[src/rtl/wp_pkg.sv]
package wp_pkg;

  typedef enum logic [2:0] {
    SQ_IDLE,
    SQ_A1,
    SQ_A2,
    SQ_D3,
    SQ_D4,
    SQ_D5
  } seq_t;

  // Decoded comparisons of one write against the key addresses and codes
  typedef struct packed {
    logic at_a;
    logic at_b;
    logic d_lead;
    logic d_ack;
    logic d_lock;
    logic d_more;
    logic d_unlock;
  } hit_t;

  typedef struct packed {
    seq_t nxt;
    logic cmd;
    logic en;
    logic dis;
  } step_t;

  // One step of the code recogniser: next state and the events of this write
  function automatic step_t seq_step(input seq_t cur, input hit_t h);
    step_t r;
    r.nxt = SQ_IDLE;
    r.cmd = 1'b0;
    r.en  = 1'b0;
    r.dis = 1'b0;
    case (cur)
      SQ_IDLE: if (h.at_a && h.d_lead) begin r.nxt = SQ_A1; r.cmd = 1'b1; end
      SQ_A1:   if (h.at_b && h.d_ack)  begin r.nxt = SQ_A2; r.cmd = 1'b1; end
      SQ_A2: begin
        if (h.at_a && h.d_lock) begin
          r.cmd = 1'b1;
          r.en  = 1'b1;
        end else if (h.at_a && h.d_more) begin
          r.nxt = SQ_D3;
          r.cmd = 1'b1;
        end
      end
      SQ_D3:   if (h.at_a && h.d_lead) begin r.nxt = SQ_D4; r.cmd = 1'b1; end
      SQ_D4:   if (h.at_b && h.d_ack)  begin r.nxt = SQ_D5; r.cmd = 1'b1; end
      SQ_D5: begin
        if (h.at_a && h.d_unlock) begin
          r.cmd = 1'b1;
          r.dis = 1'b1;
        end
      end
      default: r.nxt = SQ_IDLE;
    endcase
    return r;
  endfunction

  // A data write passes when the part is open or the burst is authorised
  function automatic logic write_passes(input logic prot, input logic auth);
    return !prot || auth;
  endfunction

endpackage

[src/rtl/wp_burst_timer.sv]
module wp_burst_timer #(
  parameter int LOAD_TIMEOUT = 16
) (
  input  logic clk,
  input  logic rst_n,
  input  logic wr_valid,
  output logic burst_close,
  output logic timer_start
);
  localparam int CNT_W = $clog2(LOAD_TIMEOUT + 1);
  localparam logic [CNT_W-1:0] LAST = CNT_W'(LOAD_TIMEOUT - 1);

  logic             open_q;
  logic [CNT_W-1:0] gap_q;

  // The window expires when the gap reaches its limit with no new write
  assign burst_close = open_q && (gap_q == LAST) && !wr_valid;

  always_ff @(posedge clk) begin
    if (!rst_n) begin
      open_q      <= 1'b0;
      gap_q       <= '0;
      timer_start <= 1'b0;
    end else begin
      timer_start <= burst_close;
      if (wr_valid) begin
        open_q <= 1'b1;
        gap_q  <= '0;
      end else if (burst_close) begin
        open_q <= 1'b0;
        gap_q  <= '0;
      end else if (open_q) begin
        gap_q <= gap_q + 1'b1;
      end
    end
  end


  gap_in_window_chk: assert property (@(posedge clk) disable iff (!rst_n)
    gap_q <= LAST);

endmodule

[src/rtl/wp_seq_fsm.sv]
module wp_seq_fsm
  import wp_pkg::*;
#(
  parameter int ADDR_W = 15,
  parameter int DATA_W = 8,
  parameter logic [ADDR_W-1:0] KEY_ADDR_A = ADDR_W'(15'h5555),
  parameter logic [ADDR_W-1:0] KEY_ADDR_B = ADDR_W'(15'h2AAA),
  parameter logic [DATA_W-1:0] CODE_LEAD   = DATA_W'(8'hAA),
  parameter logic [DATA_W-1:0] CODE_ACK    = DATA_W'(8'h55),
  parameter logic [DATA_W-1:0] CODE_LOCK   = DATA_W'(8'hA0),
  parameter logic [DATA_W-1:0] CODE_MORE   = DATA_W'(8'h80),
  parameter logic [DATA_W-1:0] CODE_UNLOCK = DATA_W'(8'h20)
) (
  input  logic              clk,
  input  logic              rst_n,
  input  logic              wr_valid,
  input  logic [ADDR_W-1:0] wr_addr,
  input  logic [DATA_W-1:0] wr_data,
  input  logic              burst_close,
  output logic              is_cmd,
  output logic              ev_enable,
  output logic              ev_disable
);
  seq_t  state_q;
  hit_t  hits;
  step_t step;

  always_comb begin
    hits.at_a     = (wr_addr == KEY_ADDR_A);
    hits.at_b     = (wr_addr == KEY_ADDR_B);
    hits.d_lead   = (wr_data == CODE_LEAD);
    hits.d_ack    = (wr_data == CODE_ACK);
    hits.d_lock   = (wr_data == CODE_LOCK);
    hits.d_more   = (wr_data == CODE_MORE);
    hits.d_unlock = (wr_data == CODE_UNLOCK);
    step          = seq_step(state_q, hits);
  end

  assign is_cmd     = wr_valid && step.cmd;
  assign ev_enable  = wr_valid && step.en;
  assign ev_disable = wr_valid && step.dis;

  always_ff @(posedge clk) begin
    if (!rst_n) begin
      state_q <= SQ_IDLE;
    end else if (wr_valid) begin
      state_q <= step.nxt;
    end else if (burst_close) begin
      state_q <= SQ_IDLE;
    end
  end


  seq_idle_on_close_chk: assert property (@(posedge clk) disable iff (!rst_n)
    burst_close |=> (state_q == SQ_IDLE));


  en_dis_exclusive_chk: assert property (@(posedge clk) disable iff (!rst_n)
    !(ev_enable && ev_disable));

endmodule

[src/rtl/wp_commit_gate.sv]
module wp_commit_gate
  import wp_pkg::*;
#(
  parameter int ADDR_W = 15,
  parameter int DATA_W = 8
) (
  input  logic              clk,
  input  logic              rst_n,
  input  logic              wr_valid,
  input  logic [ADDR_W-1:0] wr_addr,
  input  logic [DATA_W-1:0] wr_data,
  input  logic              is_cmd,
  input  logic              ev_enable,
  input  logic              ev_disable,
  input  logic              burst_close,
  output logic              commit_en,
  output logic [ADDR_W-1:0] commit_addr,
  output logic [DATA_W-1:0] commit_data,
  output logic              protected_o
);
  logic prot_q;
  logic auth_q;

  assign protected_o = prot_q;

  always_ff @(posedge clk) begin
    if (!rst_n) begin
      prot_q      <= 1'b0;
      auth_q      <= 1'b0;
      commit_en   <= 1'b0;
      commit_addr <= '0;
      commit_data <= '0;
    end else begin
      commit_en <= wr_valid && !is_cmd && write_passes(prot_q, auth_q);
      if (wr_valid) begin
        commit_addr <= wr_addr;
        commit_data <= wr_data;
      end
      if (ev_enable) begin
        prot_q <= 1'b1;
        auth_q <= 1'b1;
      end else if (ev_disable) begin
        prot_q <= 1'b0;
        auth_q <= 1'b0;
      end else if (burst_close) begin
        auth_q <= 1'b0;
      end
    end
  end


  prot_rise_by_code_chk: assert property (@(posedge clk) disable iff (!rst_n)
    $rose(prot_q) |-> $past(ev_enable));


  prot_fall_by_code_chk: assert property (@(posedge clk) disable iff (!rst_n)
    $fell(prot_q) |-> $past(ev_disable));


  cmd_never_commits_chk: assert property (@(posedge clk) disable iff (!rst_n)
    (wr_valid && is_cmd) |=> !commit_en);

endmodule

[src/rtl/wp_guard.sv]
module wp_guard
  import wp_pkg::*;
#(
  parameter int ADDR_W       = 15,
  parameter int DATA_W       = 8,
  parameter int LOAD_TIMEOUT = 16
) (
  input  logic              clk,
  input  logic              rst_n,
  input  logic              wr_valid,
  input  logic [ADDR_W-1:0] wr_addr,
  input  logic [DATA_W-1:0] wr_data,
  output logic              commit_en,
  output logic [ADDR_W-1:0] commit_addr,
  output logic [DATA_W-1:0] commit_data,
  output logic              timer_start,
  output logic              protected_o
);
  logic burst_close;
  logic is_cmd;
  logic ev_enable;
  logic ev_disable;

  wp_burst_timer #(
    .LOAD_TIMEOUT(LOAD_TIMEOUT)
  ) u_timer (
    .clk         (clk),
    .rst_n       (rst_n),
    .wr_valid    (wr_valid),
    .burst_close (burst_close),
    .timer_start (timer_start)
  );

  wp_seq_fsm #(
    .ADDR_W(ADDR_W),
    .DATA_W(DATA_W)
  ) u_seq (
    .clk         (clk),
    .rst_n       (rst_n),
    .wr_valid    (wr_valid),
    .wr_addr     (wr_addr),
    .wr_data     (wr_data),
    .burst_close (burst_close),
    .is_cmd      (is_cmd),
    .ev_enable   (ev_enable),
    .ev_disable  (ev_disable)
  );

  wp_commit_gate #(
    .ADDR_W(ADDR_W),
    .DATA_W(DATA_W)
  ) u_gate (
    .clk         (clk),
    .rst_n       (rst_n),
    .wr_valid    (wr_valid),
    .wr_addr     (wr_addr),
    .wr_data     (wr_data),
    .is_cmd      (is_cmd),
    .ev_enable   (ev_enable),
    .ev_disable  (ev_disable),
    .burst_close (burst_close),
    .commit_en   (commit_en),
    .commit_addr (commit_addr),
    .commit_data (commit_data),
    .protected_o (protected_o)
  );


  commit_follows_strobe_chk: assert property (@(posedge clk) disable iff (!rst_n)
    commit_en |-> $past(wr_valid));


  timer_single_pulse_chk: assert property (@(posedge clk) disable iff (!rst_n)
    timer_start |=> !timer_start);

endmodule

[config.mk]
export PLATFORM = sky130hd
export DESIGN_NAME = wp_guard
export DESIGN_NICKNAME = d
export VERILOG_FILES = /design/src/rtl/wp_pkg.sv /design/src/rtl/wp_burst_timer.sv /design/src/rtl/wp_seq_fsm.sv /design/src/rtl/wp_commit_gate.sv /design/src/rtl/wp_guard.sv
export SDC_FILE = /design/constraint.sdc
export NUM_CORES = 1
export LEC_CHECK = 0
export CAP_MARGIN = 15
export CORE_ASPECT_RATIO = 0.6
export CORE_MARGIN = 2
export CORE_UTILIZATION = 25
export DETAILED_ROUTE_END_ITERATION = 10
export SYNTH_ARGS = -nofsm -noshare
export SYNTH_HDL_FRONTEND = slang
export SYNTH_SLANG_ARGS = --single-unit
[constraint.sdc]
create_clock -name clk -period 2.7 [get_ports clk]
set_clock_uncertainty 0.15 [all_clocks]
set_input_delay 0.54 -clock clk [delete_from_list [all_inputs] [get_ports clk]]
set_output_delay 0.54 -clock clk [all_outputs]
set_load 0.02 [all_outputs]
==> results.py, run 1 <==
metrics = {
    "outcome": {
        "outcome": "finished clean",
    },
    "route": {
        "viasPerCell": 4.423,
        "via_count": 1371,
        "wl_per_cell_um": 12.92,
        "final_antenna_net_count": 0,
        "drtIter0Drc": 76,
        "drc_errors": 0,
        "wirelength_um": 4004,
        "drtPass1Iterations": 4,
    },
    "job": {
        "drv_cap": 0,
    },
    "logic_synthesis": {
        "ys_seq_elements": 36,
        "syn-num-nets": 190,
        "yosysUniqueCellTypes": 44,
        "netlist_instances": 162,
        "synth.yosys.warnings": 0,
        "synth_common_cells": "dfxtp_1, nor2b_1, mux2i_1, nand2_1, nor2_1",
        "netlist.top_cell.by_area": "dfxtp_1",
        "synthArstFlopShare_pct": 0,
        "yosysTopAreaCellShare_pct": 44.38,
        "synth_area_mm2": 0.001624,
        "synth-edff-count": 0,
        "synth-seq-area-share_pct": 44.38,
        "synth_area_leaders": "dfxtp_1, mux2i_1, nor2b_1",
        "synthMostInstantiatedCell": "dfxtp_1",
        "synth-main-ff-cell": "dfxtp_1",
        "synth_area_per_cell_um2": 10.03,
    },
    "clock_tree": {
        "cts_buffers": 5,
        "hold_buffers": 0,
        "clk_path_buf_depth": 2,
        "clkTransAtPathRegs_ns": 0.08,
        "cts_sinks": 36,
        "cts-htree-levels": 2,
        "clk_latency_ns": 0.29,
        "post-cts-setup-buffers": 0,
        "cts_tree": "yes",
        "root_buffer": "clkbuf_8",
        "cts_resized": 0,
    },
    "sta": {
        "slew_violations": 0,
        "max_freq_mhz": 402.3,
        "period_share_pct": 92.06,
        "rsz0062_at_grt": "false",
        "fin_hold_ws_ns": 0.3435,
        "finalSetupViolCount": 0,
        "fin_ws_ns": 0.2144,
        "final_hold_viol_count": 0,
        "tightest_slew_ns": 0.3756,
        "min_period_ns": 2.486,
        "slew_headroom_pct": 74.96,
    },
    "worst_setup_path": {
        "cpLargestDelayFamily": "simple AND/OR/NAND/NOR gates",
        "crit_fanout": 6,
        "crit_path_end_kind": "flip-flop",
        "critPathArrivalTime_ns": 2.51,
        "worst_ep_required_time_ns": 2.72,
        "startpoint_type": "input port",
        "cpPeakStageDelay_ns": 0.55,
        "crit_type": "in2reg",
        "crit_chain": "clkdlybuf4s50_1 > or4bb_4 > nor3_2 > nand3_2 > o32a_1 > and3_1",
        "cp_slowest_cell": "or4bb_4",
        "path_buf_inv": 1,
    },
    "placement": {
        "hpwl_um": 3075,
        "port-buffer-count": 51,
        "place_ws_ns": -0.07047,
        "routabilityCongestion": 0.8672,
        "dp.cells": 302,
        "placed_cell_area_mm2": 0.002302,
    },
    "die": {
        "start_util_pct": 26.22,
        "die_h_um": 66.43,
        "design.core.area_mm2": 0.006193,
        "die_w_um": 108.1,
        "ios": 52,
        "die_area_mm2": 0.007178,
        "rows": 22,
    },
    "grt": {
        "antenna_found_initial": 0,
        "gr-total-overflow": 0,
        "grt_max_degree": 23,
        "grt_pass1_wl_um": 6575,
        "grt_pass1_vias": 1321,
        "track_usage_pct": 11.91,
    },
    "final_layout": {
        "drive_gt1_share_pct": 13.72,
        "area_delta_synth_final_pct": 47.15,
        "final_area_mm2": 0.002390,
        "final_nets": 253,
        "diodes": 0,
        "instances_no_fill": 310,
    },
    "pwr": {
        "ir_drop_mv": 0.1829,
        "swShare_pct": 26.60,
        "p_seq_share_pct": 49.4,
        "p_per_area_mw_per_mm2": 482.2,
        "total_power_mw": 1.152,
        "p_switching_mw": 0.3066,
        "p_leak_nw": 0.9227,
        "p_int_mw": 0.8458,
        "clkPwrFrac_pct": 33.3,
        "p_comb_share_pct": 17.3,
    },
    "min_path": {
        "hold_path.class": "reg2reg",
    },
}
[final timing paths]
check | slack [ns] | from | end | cells past startpoint
max | 0.21 | wr_addr[2] | u_gate.commit_en$_SDFF_PN0_ | 6
min | 0.34 | u_timer.gap_q[4]$_SDFFE_PP0P_ | u_timer.gap_q[4]$_SDFFE_PP0P_ | 2
max reg2reg | 0.96 | u_timer.gap_q[0]$_SDFFE_PP0P_ | u_seq.state_q[0]$_SDFFE_PN0P_ | 7
min reg2reg | 0.34 | u_timer.gap_q[4]$_SDFFE_PP0P_ | u_timer.gap_q[4]$_SDFFE_PP0P_ | 2
[layout by cell type (no fill, tap or decap), drive strengths merged, types with 5 or more instances in the layout]
master,instances
nor2b,25
clkbuf,5
o21ai,6
nand2,11
clkdlybuf4s50,51
nor2,7
dfxtp,36
mux2i,24
buf,12
[through the flow]
stage                     TNS [ns]  utilization, %
after floorplan                  0               -
after CTS                        0           38.59
after detailed placement   -0.1954           37.17
final                            0           38.59
after global placement    -0.09422           37.17
after global routing             0           38.59
[power groups by stage]
stage                     Sequential (mW)  Combinational (mW)  Clock (mW)
final                               0.569               0.199       0.384
after global routing                0.573               0.214       0.423
after CTS                           0.569               0.201       0.396
after detailed placement            0.581               0.200           0
after global placement              0.582               0.199           0
after floorplan                     0.603              0.0676           0
[flip-flops by register name, summed over array words and instances, names as in the netlist]
name / flops
u_timer.gap_q: 5
u_timer.open_q: 1
u_seq.state_q: 3
u_gate.commit_addr: 15
u_gate.commit_data: 8
u_gate.protected_o: 1
u_gate.commit_en: 1
u_timer.timer_start: 1
u_gate.auth_q: 1
[per-layer routing]
layer / GRT usage (%) / part of all wire [%] / routed length, um / vias up
met1: 18.50 / 55 / 2216 / 626
met4: 1.442 / 0.30 / 12 / 0
met3: 5.222 / 8.1 / 323 / 2
met2: 14.78 / 36 / 1451 / 45
li1: - / - / - / 698
met5: 0 / 0 / 0 / -
[worst register-to-register path: stages (launching register included)]
cell and delay, ns:
dfxtp_1 0.34, ha_1 0.21, and3_1 0.19, ha_1 0.20, a21oi_1 0.29, nand2_1 0.10
o41ai_1 0.07, a31o_2 0.15
[final cells by class]
type,instances,area [um^2]
fill,638,3804
tap,84,105.1
inverter,3,11.26
multi-input combinational,116,864.6
timing repair buffer,63,600.6
clock buffer,5,68.82
sequential,36,720.7
clock inverter,3,18.77
[cell families (layout without fill, tap and decap cells)]
logic type | count (synthesis) | after routing | synth area share, %
mux | 24 | 24 | 14.79
buf+inv | 10 | 74 | 2.388
simple gates | 71 | 71 | 28.12
compound gates | 16 | 16 | 7.165
fa+ha+maj | 2 | 2 | 1.541
xor+xnor | 3 | 3 | 1.618
flops | 36 | 36 | 44.38
(Power assumes the default switching activity.)
==> run 2, diff against run 1 <==
Settings changed: REMOVE_ABC_BUFFERS from default to 1.
==> run 2 against run 1 <==
Net effect:
- via count grew 0.88%
- combinational power about the same
- flip-flop and latch count did not move
- total power up 7.9%
- first-iteration DRC count fell by 62%
- global-route usage up 0.91 points
- non-clock buffer count down 1
- sequential power about the same
- largest cell class unchanged
- highest routed layer unchanged
==> results.py, run 2 (synthesis gave the netlist of run 1 again) <==
metrics = {
    "die": {
        "die_area_mm2": 0.007178,
        "ios": 52,
        "start_util_pct": 26.22,
        "die_w_um": 108.1,
        "rows": 22,
        "design.core.area_mm2": 0.006193,
        "die_h_um": 66.43,
    },
    "final_layout": {
        "reg_top3": "u_gate.commit_addr x15, u_gate.commit_data x8, u_timer.gap_q x5",
        "top_register": "u_gate.commit_addr",
        "final_nets": 252,
        "layout_commonest_cell": "clkdlybuf4s50_1",
        "final_cell_mix": "clkdlybuf4s50_1, dfxtp_1, nor2b_1, mux2i_1",
        "largest_reg_flops": 15,
        "fill_cells": 640,
        "instances_no_fill": 309,
        "diodes": 0,
        "area_delta_synth_final_pct": 47.92,
        "drive_gt1_share_pct": 12.89,
        "final_area_mm2": 0.002402,
    },
    "worst_setup_path": {
        "crit_fanout": 4,
        "critPathArrivalTime_ns": 2.51,
        "r2r_setup_slack_ns": 0.97,
        "startpoint": "wr_addr[2]",
        "startpoint_type": "input port",
        "r2r_cells": 6,
        "cp_slowest_cell": "or4bb_4",
        "cpLargestDelayFamily": "simple AND/OR/NAND/NOR gates",
        "endpoint": "u_gate.auth_q$_SDFFE_PN0P_",
        "path_buf_inv": 2,
        "rr_startpoint": "u_timer.gap_q[0]$_SDFFE_PP0P_",
        "crit_chain": "clkdlybuf4s50_1 > or4bb_4 > nor3_2 > nand3_2 > buf_4 > or3_1 > o21ai_0",
        "crit_path_end_kind": "flip-flop",
        "cp.depth": 7,
        "reg2reg_to": "u_timer.gap_q[4]$_SDFFE_PP0P_",
        "cpPeakStageDelay_ns": 0.54,
        "worst_ep_required_time_ns": 2.78,
        "crit_type": "in2reg",
    },
    "sta": {
        "finalSetupViolCount": 0,
        "finalSetupTns_ns": 0,
        "slew_violations": 0,
        "period_share_pct": 90.22,
        "fin_hold_ws_ns": 0.3451,
        "rsz0062_at_grt": "false",
        "min_period_ns": 2.436,
        "slew_headroom_pct": 73.46,
        "max_freq_mhz": 410.5,
        "tightest_slew_ns": 0.3981,
        "final_hold_viol_count": 0,
    },
    "grt": {
        "grt_pass1_wl_um": 6879,
        "grt_max_degree": 24,
        "track_usage_pct": 12.82,
        "grt_pass1_vias": 1366,
        "gr-total-overflow": 0,
        "antenna_found_initial": 0,
    },
    "clock_tree": {
        "clkTransAtPathRegs_ns": 0.08,
        "clk_path_buf_depth": 2,
        "root_buffer": "clkbuf_8",
        "cts_sinks": 36,
        "cts_resized": 0,
        "cts_tree": "yes",
        "hold_buffers": 0,
        "post-cts-setup-buffers": 0,
        "cts-htree-levels": 2,
        "clk_latency_ns": 0.29,
        "cts_buffers": 5,
    },
    "pwr": {
        "p_seq_share_pct": 45.8,
        "p_per_area_mw_per_mm2": 517.6,
        "p_switching_mw": 0.3033,
        "swShare_pct": 24.39,
        "clkPwrFrac_pct": 38.0,
        "p_leak_nw": 0.9245,
        "ir_drop_mv": 0.2015,
        "p_int_mw": 0.9401,
        "p_comb_share_pct": 16.1,
    },
    "job": {
        "drv_cap": 0,
    },
    "min_path": {
        "hold_path.class": "reg2reg",
    },
    "route": {
        "wirelength_um": 4309,
        "drtPass1Iterations": 4,
        "drc_errors": 0,
        "via_count": 1383,
        "wl_per_cell_um": 13.94,
        "viasPerCell": 4.476,
        "drtIter0Drc": 29,
        "final_antenna_net_count": 0,
    },
    "outcome": {
        "outcome": "finished clean",
    },
    "placement": {
        "dp.cells": 301,
        "port-buffer-count": 51,
        "routabilityCongestion": 0.8965,
        "hpwl_um": 3354,
        "placed_cell_area_mm2": 0.002295,
    },
}
[run 2: per-layer routing]
| layer | vias up | track usage (%) | routed length (um) |
|---|---|---|---|
| li1 | 699 | - | - |
| met1 | 639 | 19.01 | 2380 |
| met2 | 37 | 14.62 | 1472 |
| met3 | 8 | 6.700 | 390 |
| met4 | 0 | 4.808 | 66 |
| met5 | - | 0 | 0 |
[run 2: worst min-delay path by stage]
stage	startpoint	to	cells past startpoint
finish	u_timer.gap_q[4]$_SDFFE_PP0P_	u_timer.gap_q[4]$_SDFFE_PP0P_	2
global placement	u_timer.gap_q[4]$_SDFFE_PP0P_	u_timer.gap_q[4]$_SDFFE_PP0P_	2
floorplan	u_gate.auth_q$_SDFFE_PN0P_	u_gate.auth_q$_SDFFE_PN0P_	2
detailed placement	u_timer.gap_q[4]$_SDFFE_PP0P_	u_timer.gap_q[4]$_SDFFE_PP0P_	2
global route	u_timer.gap_q[4]$_SDFFE_PP0P_	u_timer.gap_q[4]$_SDFFE_PP0P_	2
CTS	u_timer.gap_q[4]$_SDFFE_PP0P_	u_timer.gap_q[4]$_SDFFE_PP0P_	2
[run 2: power by group through the flow]
stage | clock network, mW | logic, mW | registers, mW
2_1_floorplan | 0 | 0.0537 | 0.605
3_3_place_gp | 0 | 0.201 | 0.581
3_5_place_dp | 0 | 0.202 | 0.581
4_1_cts | 0.486 | 0.203 | 0.570
5_1_grt | 0.501 | 0.215 | 0.573
6_report | 0.473 | 0.201 | 0.570
[run 2: cell type report]
cell class                      instances  area [um^2]  share of cell area (%)
Clock buffer                            6        72.57                   3.021
Clock inverter                          2        35.03                   1.458
Inverter                                3        11.26                  0.4688
Multi-Input combinational cell        116        864.6                   35.99
Sequential cell                        36        720.7                   30.00
Tap cell                               84        105.1                   4.375
Timing Repair Buffer                   62        593.1                   24.69
[run 2: worst min-delay path, stage by stage (launching register included)]
cell and delay, ns:
dfxtp_1 0.31, nor2_1 0.09, a211oi_1 0.04
[run 2: through the flow]
step                total power, mW  utilization (%)  worst slack (ns)
finish                        1.243            38.79            0.2639
floorplan                    0.6590                -            0.5361
CTS                           1.258            38.79            0.2694
global placement             0.7821            37.05           0.02322
detailed placement           0.7831            37.05          -0.04715
global route                  1.289            38.79            0.1553
